File: config.mk
export PLATFORM = sky130hd
export DESIGN_NAME = skew_regfile
export DESIGN_NICKNAME = d
export VERILOG_FILES = /design/src/rtl/skew_regfile.sv
export SDC_FILE = /design/constraint.sdc
export NUM_CORES = 1
export LEC_CHECK = 0
export ABC_AREA = 0
export BUFFER_PORTS_ARGS = -buffer_cell sky130_fd_sc_hd__buf_2
export CAP_MARGIN = 20
export CORE_MARGIN = 2
export CORE_UTILIZATION = 56
export CTS_CLUSTER_DIAMETER = 100
export DETAILED_ROUTE_END_ITERATION = 6
export PLACE_DENSITY = 0.86
export SLEW_MARGIN = 20
export SYNTH_ARGS = -nofsm -noshare
export SYNTH_HDL_FRONTEND = slang
export SYNTH_SLANG_ARGS = --single-unit
export TNS_END_PERCENT = 5
File: constraint.sdc
create_clock -name clk -period 2.05 [get_ports clk]
set_input_delay 0.1025 -clock clk [delete_from_list [all_inputs] [get_ports clk]]
set_output_delay 0.1025 -clock clk [all_outputs]
set_load 0.1 [all_outputs]
File: src/rtl/skew_regfile.sv
module skew_regfile #(
  parameter int NREG = 8,
  parameter int W    = 16
) (
  input  logic                     clk,
  input  logic                     rst_n,
  input  logic                     wr_en,
  input  logic [$clog2(NREG)-1:0]  wr_addr,
  input  logic [W-1:0]             wr_data,
  input  logic                     rd_en,
  input  logic [$clog2(NREG)-1:0]  rd_addr,
  output logic [W-1:0]             rd_data,
  input  logic                     ser_en,
  input  logic [$clog2(NREG)-1:0]  ser_addr,
  output logic                     ser_bit,
  output logic                     ser_valid
);
  localparam int NS = W / 2;
  localparam int AW = $clog2(NREG);
  localparam int CW = $clog2(W + 1);

  logic [NS-1:0]      we_s, re_s, se_s;
  logic [AW-1:0]      wa_s [NS];
  logic [AW-1:0]      ra_s [NS];
  logic [AW-1:0]      sa_s [NS];
  logic [2*NREG-1:0]  mem  [NS];
  logic [1:0]         rdq  [NS];
  logic [1:0]         sh   [NS];
  logic               hi_q;
  logic [CW-1:0]      cnt;

  for (genvar i = 0; i < NS; i++) begin : g_slice
    if (i == 0) begin : g_head
      assign we_s[0] = wr_en;
      assign re_s[0] = rd_en;
      assign se_s[0] = ser_en;
      assign wa_s[0] = wr_addr;
      assign ra_s[0] = rd_addr;
      assign sa_s[0] = ser_addr;
    end else begin : g_pipe
      always_ff @(posedge clk or negedge rst_n) begin
        if (!rst_n) begin
          we_s[i] <= 1'b0;
          re_s[i] <= 1'b0;
          se_s[i] <= 1'b0;
          wa_s[i] <= '0;
          ra_s[i] <= '0;
          sa_s[i] <= '0;
        end else begin
          we_s[i] <= we_s[i-1];
          re_s[i] <= re_s[i-1];
          se_s[i] <= se_s[i-1];
          wa_s[i] <= wa_s[i-1];
          ra_s[i] <= ra_s[i-1];
          sa_s[i] <= sa_s[i-1];
        end
      end
    end

    always_ff @(posedge clk or negedge rst_n) begin
      if (!rst_n) begin
        mem[i] <= '0;
        rdq[i] <= '0;
      end else begin
        if (we_s[i]) mem[i][{wa_s[i], 1'b0} +: 2] <= wr_data[2*i +: 2];
        if (re_s[i]) rdq[i] <= mem[i][{ra_s[i], 1'b0} +: 2];
      end
    end

    if (i == NS - 1) begin : g_top
      always_ff @(posedge clk or negedge rst_n) begin
        if (!rst_n) sh[i] <= '0;
        else        sh[i] <= se_s[i] ? mem[i][{sa_s[i], 1'b0} +: 2] : 2'b00;
      end
    end else begin : g_mid
      always_ff @(posedge clk or negedge rst_n) begin
        if (!rst_n) sh[i] <= '0;
        else        sh[i] <= se_s[i] ? mem[i][{sa_s[i], 1'b0} +: 2] : sh[i+1];
      end
    end

    assign rd_data[2*i +: 2] = rdq[i];
  end

  always_ff @(posedge clk or negedge rst_n) begin
    if (!rst_n) begin
      cnt  <= '0;
      hi_q <= 1'b0;
    end else begin
      hi_q <= sh[0][1];
      if (ser_en)         cnt <= CW'(W);
      else if (cnt != 0)  cnt <= cnt - 1'b1;
    end
  end

  assign ser_valid = (cnt != 0);
  assign ser_bit   = ser_valid & (cnt[0] ? hi_q : sh[0][0]);

  p_wr_quiet_r1: assert property (@(posedge clk) disable iff (!rst_n)
    !wr_en |=> $stable(mem[0]));
  p_rd_hold_r4: assert property (@(posedge clk) disable iff (!rst_n)
    !rd_en |=> $stable(rd_data[1:0]));
  p_ser_start_r5: assert property (@(posedge clk) disable iff (!rst_n)
    ser_en |=> ser_valid);
  p_ser_end_r5: assert property (@(posedge clk) disable iff (!rst_n)
    (cnt == 1) && !ser_en |=> !ser_valid);
  p_ser_gap_r7: assert property (@(posedge clk) disable iff (!rst_n)
    ser_en |-> (cnt <= 1));
endmodule

==> impl_results.md, run 1 <==
* Layout cell share with drive strength beyond 1 at 0.348
* Final setup viols at 4
* Total setup buffers inserted after CTS at 0
* Main combinational cell family by area after synthesis: multiplexers
* Footprint of the multi-input gates at 5220 sq um
* Vias per cell at 5.71
* Area of the core at 20,200 sq um
* Endpoint class of the critical path: flop
* Post-synth EDFFs at 0
* Critical path type: reg2reg
* Maximum VDD drop at 0.000758 V
* Compound-gate portion of the synthesized area at 0.00489
* Simple logic cell fraction of the synthesized area at 0.0711
* Ports at 48
* R2R Path Start: wa_s[4]
* Rel. slew slack at 0.557
* CTS tree: yes
* Synth Warn # at 0
* Flops & latches, synth at 250
* Fin. max-slew vios at 0
* Synth Net Count at 850
* DR WL/cell at 20.0 um
* Worst-path maximum fanout at 3
* Worst-path clk slew at 60 ps
* Die X at 147 um
* Worst-case reg-to-reg path depth at 6
* Register area at 6260 sq um
* Synth async-reset ratio at 1.00
* Vias in the first global route at 7,532
* Die height at 147 um
* Worst-Skew Late Latency at 530 ps
* Commonest non-fill, non-tap cell in the layout: dfrtp_1
* Worst Max-Slew Pin Slew at 664 ps
* CP arrival at 2490 ps
* Nets@finish at 975
* Antenna violations before repair at 1
* Sequential-to-total area share from yosys stat at 0.544
* Total gr overflow at 0
* Fin crit period at 2070 ps
* Hold WC Path Type: in2async
* Pre-Repair DR Iteration Count at 5
* IO buf count at 47
* Final ANT Viol Nets at 0
* # DRC at 0
* Max Cap Violations at 0
* Root Buffer: clkbuf_16
* CTS Sinks at 250
* Reg2reg setup slack at -20 ps
* Setup TNS at -60.9 ps
* Aggregate global-route resource usage at 0.229
* Htree depth at 1
* CP Launch Type: flop
* Max Root-Sink Buffers at 3
* Routed via count at 6,886
* Adder-Cell Fraction of Synth Area at 0.0272
* Pleak at 6.30 nW
* Synth Cell Area at 11,500 sq um
* Hold_ws at 169 ps
* Post-synthesis mux area share at 0.327
* RSZ-0062 raised after global routing: true
* Global-route wire length before repair at 39,800 um
* Final Hold Vio Count at 0
* Fmax at 483 MHz
* Most frequent cells in the layout: dfrtp_1 (249), mux2i_1 (153), mux2_2 (108), inv_1 (53), buf_2 (44)
* Number of fill cells in the layout at 1,331
* Synth Area in XOR/XNOR at 0
* PD cells at 1140 nW/um^2
* Setup ws final at -22.3 ps
* Fin crit share at 1.01
* CTS Buf Count at 26
* Rows at 52
* Yosys cell types at 40
* Worst Skew at 15.0 ps
* Mean Syn Cell Area at 14.5 sq um
* Mapped Cells at 795
* DIE AREA at 21,700 sq um
* Status: finished with violations
* Post-Route WL at 24,200 um
* P&R area growth vs syn at 19.0%
* Violated checks: negative setup slack
* Post-DP HPWL at 16,500 um
* Top FF cell, synth: dfrtp_1
* DRT iter0 DRCs at 337
* Worst endpoint required time at 2470 ps
* Largest net degree at the start of global routing at 88
* Placer congestion estimate at 0.844
* Initial Utilization at 0.571
* RR Endpoint: mem[28]
==> routing by layer <==
| layer | global-route usage | up-vias | wire length [um] |
|---|---|---|---|
| li1 | - | 3162 | - |
| met1 | 0.295 | 3566 | 10100 |
| met2 | 0.407 | 115 | 12900 |
| met3 | 0.0335 | 43 | 654 |
| met4 | 0.0659 | 0 | 509 |
| met5 | 0 | - | 0 |
==> cell type report <==
type,instances,area share
clock inverter,8,0.00575
antenna,1,0.000183
sequential,250,0.457
multi-input combinational,471,0.381
clock buffer,36,0.0539
timing repair buffer,113,0.0621
inverter,58,0.0159
tap,270,0.0247
==> kinds of logic after synthesis <==
| family | count (synthesis) |
|---|---|
| compound gates | 7 |
| fa+ha+maj | 25 |
| buf+inv | 74 |
| flops | 250 |
| mux | 315 |
| simple gates | 124 |
==> report_power, final <==
part / internal (mW) / switching, mW / leakage (nW)
registers: 6.05 / 0.978 / 2.99
clock network: 2.63 / 1.89 / 0.403
logic: 1.80 / 2.24 / 2.92
==> sequential cells by signal, summed over array words and instances, names as in the netlist <==
| signal | count |
|---|---|
| wa_s | 21 |
| re_s | 7 |
| ra_s | 21 |
| se_s | 7 |
| we_s | 7 |
| hi_q | 1 |
| rd_data | 16 |
| mem | 128 |
| cnt | 5 |
| sh | 16 |
| sa_s | 21 |
==> cell usage after synthesis (8+ instances only) <==
library cell / count / area share
mux2_2: 110 / 0.11
mux2i_1: 153 / 0.13
ha_1: 25 / 0.027
nor2b_1: 8 / 0.0043
buf_2: 15 / 0.0065
nor4_1: 10 / 0.0054
nand4b_1: 9 / 0.0068
nand2_1: 9 / 0.0029
dfrtp_1: 250 / 0.54
mux2_1: 10 / 0.0098
mux4_2: 34 / 0.067
mux2_4: 8 / 0.010
nor2_1: 24 / 0.0078
nor3_1: 8 / 0.0035
inv_1: 56 / 0.018
==> timing repair <==
| item | in CTS | in global routing |
|---|---|---|
| hold endpoints to repair | 213 | 0 |
| resized for setup | 17 | 37 |
| pin swaps | 0 | 7 |
| setup endpoints to repair | 22 | 68 |
| hold buffers | 29 | 0 |
==> through the flow <==
step / setup WS, ps / cells / utilization / instance area, sq um / power [mW]
floorplan: -136 / 795 / - / 11500 / 9.82
global placement: -19.9 / 1133 / 0.611 / 12300 / 10.7
detailed placement: -77.7 / 1133 / 0.611 / 12300 / 10.9
CTS: -23.1 / 1206 / 0.669 / 13500 / 15.6
global route: -111 / 1206 / 0.679 / 13700 / 16.3
finish: -22.3 / 1207 / 0.679 / 13700 / 15.6
==> critical path, cell delays in order, from the launching register on <==
cell     delay, ps
dfrtp_1        380
inv_1          100
ha_4           160
ha_4           190
or3b_4         430
nor4b_4        370
mux2_4         330
==> how the worst max path moves through the flow <==
stage               to  slack, ps  startpoint
2_1_floorplan  mem[30]       -140     wa_s[3]
3_3_place_gp   mem[31]        -20     wa_s[3]
5_1_grt        mem[40]       -110     wa_s[6]
3_5_place_dp   mem[28]        -80     wa_s[3]
6_report       mem[28]        -20     wa_s[4]
4_1_cts        mem[31]        -20     wa_s[3]
Power figures use the tool's default switching activity.
==> inputs of run 2 (changes only) <==
--- a/config.mk
+++ b/config.mk
@@ -8,11 +8,12 @@
 export ABC_AREA = 0
 export BUFFER_PORTS_ARGS = -buffer_cell sky130_fd_sc_hd__buf_2
 export CAP_MARGIN = 20
+export CORE_ASPECT_RATIO = 1.2
 export CORE_MARGIN = 2
-export CORE_UTILIZATION = 56
+export CORE_UTILIZATION = 62
 export CTS_CLUSTER_DIAMETER = 100
 export DETAILED_ROUTE_END_ITERATION = 6
-export PLACE_DENSITY = 0.86
+export PLACE_DENSITY = 0.9
 export SLEW_MARGIN = 20
 export SYNTH_ARGS = -nofsm -noshare
 export SYNTH_HDL_FRONTEND = slang
==> constraint.sdc (replaced) <==
create_clock -name clk -period 2 [get_ports clk]
set_input_delay 0.1 -clock clk [delete_from_list [all_inputs] [get_ports clk]]
set_output_delay 0.1 -clock clk [all_outputs]
set_load 0.1 [all_outputs]
==> impl_results.md, run 2 (synthesis results as in run 1) <==
* Status: finished with violations
* Violated checks: negative setup slack
* Hold_ws at 101 ps
* Worst-path clk slew at 60 ps
* Routed via count at 7,110
* CTS Buf Count at 25
* Rel. slew slack at 0.650
* Nets@finish at 972
* Footprint of the multi-input gates at 5270 sq um
* Placer congestion estimate at 0.852
* CP arrival at 2470 ps
* Total power at 16.0 mW
* Largest net degree at the start of global routing at 65
* Placed instance count at 1,085
* Max Root-Sink Buffers at 3
* Antenna violations before repair at 0
* Fmax at 480 MHz
* Post-DP HPWL at 16,700 um
* Commonest non-fill, non-tap cell in the layout: dfrtp_1
* Htree depth at 1
* Place WS at -160 ps
* CTS Sinks at 250
* Maximum VDD drop at 0.00118 V
* DIE AREA at 19,700 sq um
* Die height at 153 um
* Util after Layout at 0.752
* RSZ-0062 raised after global routing: true
* Most frequent cells in the layout: dfrtp_1 (249), mux2i_1 (153), mux2_2 (110), inv_1 (53), buf_2 (43)
* Total gr overflow at 0
* Worst-Skew Late Latency at 510 ps
* DRT iter0 DRCs at 403
* Global-route wire length before repair at 41,000 um
* Fin crit period at 2080 ps
* Number of fill cells in the layout at 1,060
* Die X at 128 um
* Worst-path maximum fanout at 4
* CP max stage delay at 430 ps
* Register area at 6260 sq um
* Largest Register: mem
* Endpoint class of the critical path: flop
* Setup ws final at -81.8 ps
* Fin. max-slew vios at 0
* Initial Utilization at 0.633
* CTS tree: yes
* Max Cap Violations at 0
* Critical path type: reg2reg
* Root Buffer: clkbuf_16
* # DRC at 0
* Ports at 48
* Setup TNS at -488 ps
* Pleak at 6.29 nW
* Slowest cell on crit path: dfrtp_2
* Rows at 54
* Aggregate global-route resource usage at 0.264
* IO buf count at 47
* Fin area at 13,700 sq um
* Worst Max-Slew Pin Slew at 525 ps
* P&R area growth vs syn at 18.7%
* Worst endpoint required time at 2390 ps
* Worst Skew at 9.32 ps
* PD cells at 1170 nW/um^2
* Pre-Repair DR Iteration Count at 4
* Fin cells at 1,157
* Area after DPL at 12,300 sq um
* Final Hold Vio Count at 0
* Vias in the first global route at 7,905
* CP Launch Type: flop
* DR WL/cell at 22.4 um
* ANT cells at 0
* Fin crit share at 1.04
* Critical-path cell list: inv_1 -> ha_2 -> ha_2 -> nand3b_1 -> nor3b_2 -> buf_4 -> mux2_2
* Max reg flops at 128
* Vias per cell at 6.15
* Final ANT Viol Nets at 0
* Area of the core at 18,200 sq um
* Post-Route WL at 25,900 um
* Layout cell share with drive strength beyond 1 at 0.355
* Final setup viols at 10
* Most common cell on crit path: ha_2
* Hold WC Path Type: in2async
[run 2: worst max-delay path: cells and delay by family (launching register included)]
kind | cells | cell delay [ps]
adders and majority gates | 2 | 410
muxes | 1 | 330
and+or+nand+nor | 2 | 570
buffers and inverters | 2 | 210
DFF | 1 | 430
[run 2: cell type report]
| cell class | instances | area share |
|---|---|---|
| repair buffers | 111 | 0.0623 |
| well taps | 224 | 0.0205 |
| flip-flops and latches | 250 | 0.458 |
| inverters | 58 | 0.0159 |
| multi-input cells | 471 | 0.385 |
| clock inverters | 10 | 0.00769 |
| clock buffers | 33 | 0.0502 |
[run 2: timing repair]
item,in CTS,in global routing
gates resized for setup,23,39
endpoints found under the setup margin,30,72
hold buffers,29,0
buffers inserted,0,0
pin swaps,4,5
hold endpoints to repair,364,0
[run 2: per-layer routing]
metal  vias up  share of wire  routed length, um  track usage
met5         -              0                  0            0
met4         0          0.039               1020        0.110
met3        76          0.036                933       0.0350
met2       196           0.57              14700        0.491
met1      3673           0.36               9300        0.302
li1       3165              -                  -            -
[run 2: final timing paths]
| check | from | endpoint | slack, ps | depth (start not counted) |
|---|---|---|---|---|
| max in group asynchronous | rst_n | wa_s[19] | 1170 | 3 |
| worst max-delay path | wa_s[19] | mem[106] | -80 | 7 |
| worst max register to register | wa_s[19] | mem[106] | -80 | 7 |
| min in group clk | rd_en | re_s[1] | 300 | 2 |
| worst min register to register | sh[15] | hi_q | 350 | 0 |
| worst min-delay path | rst_n | mem[1] | 100 | 2 |
[run 2: where the power goes]
group / leakage, nW / internal, mW / switching (mW)
combinational: 2.92 / 1.86 / 2.38
sequential: 2.99 / 6.20 / 1.01
clock: 0.388 / 2.66 / 1.90
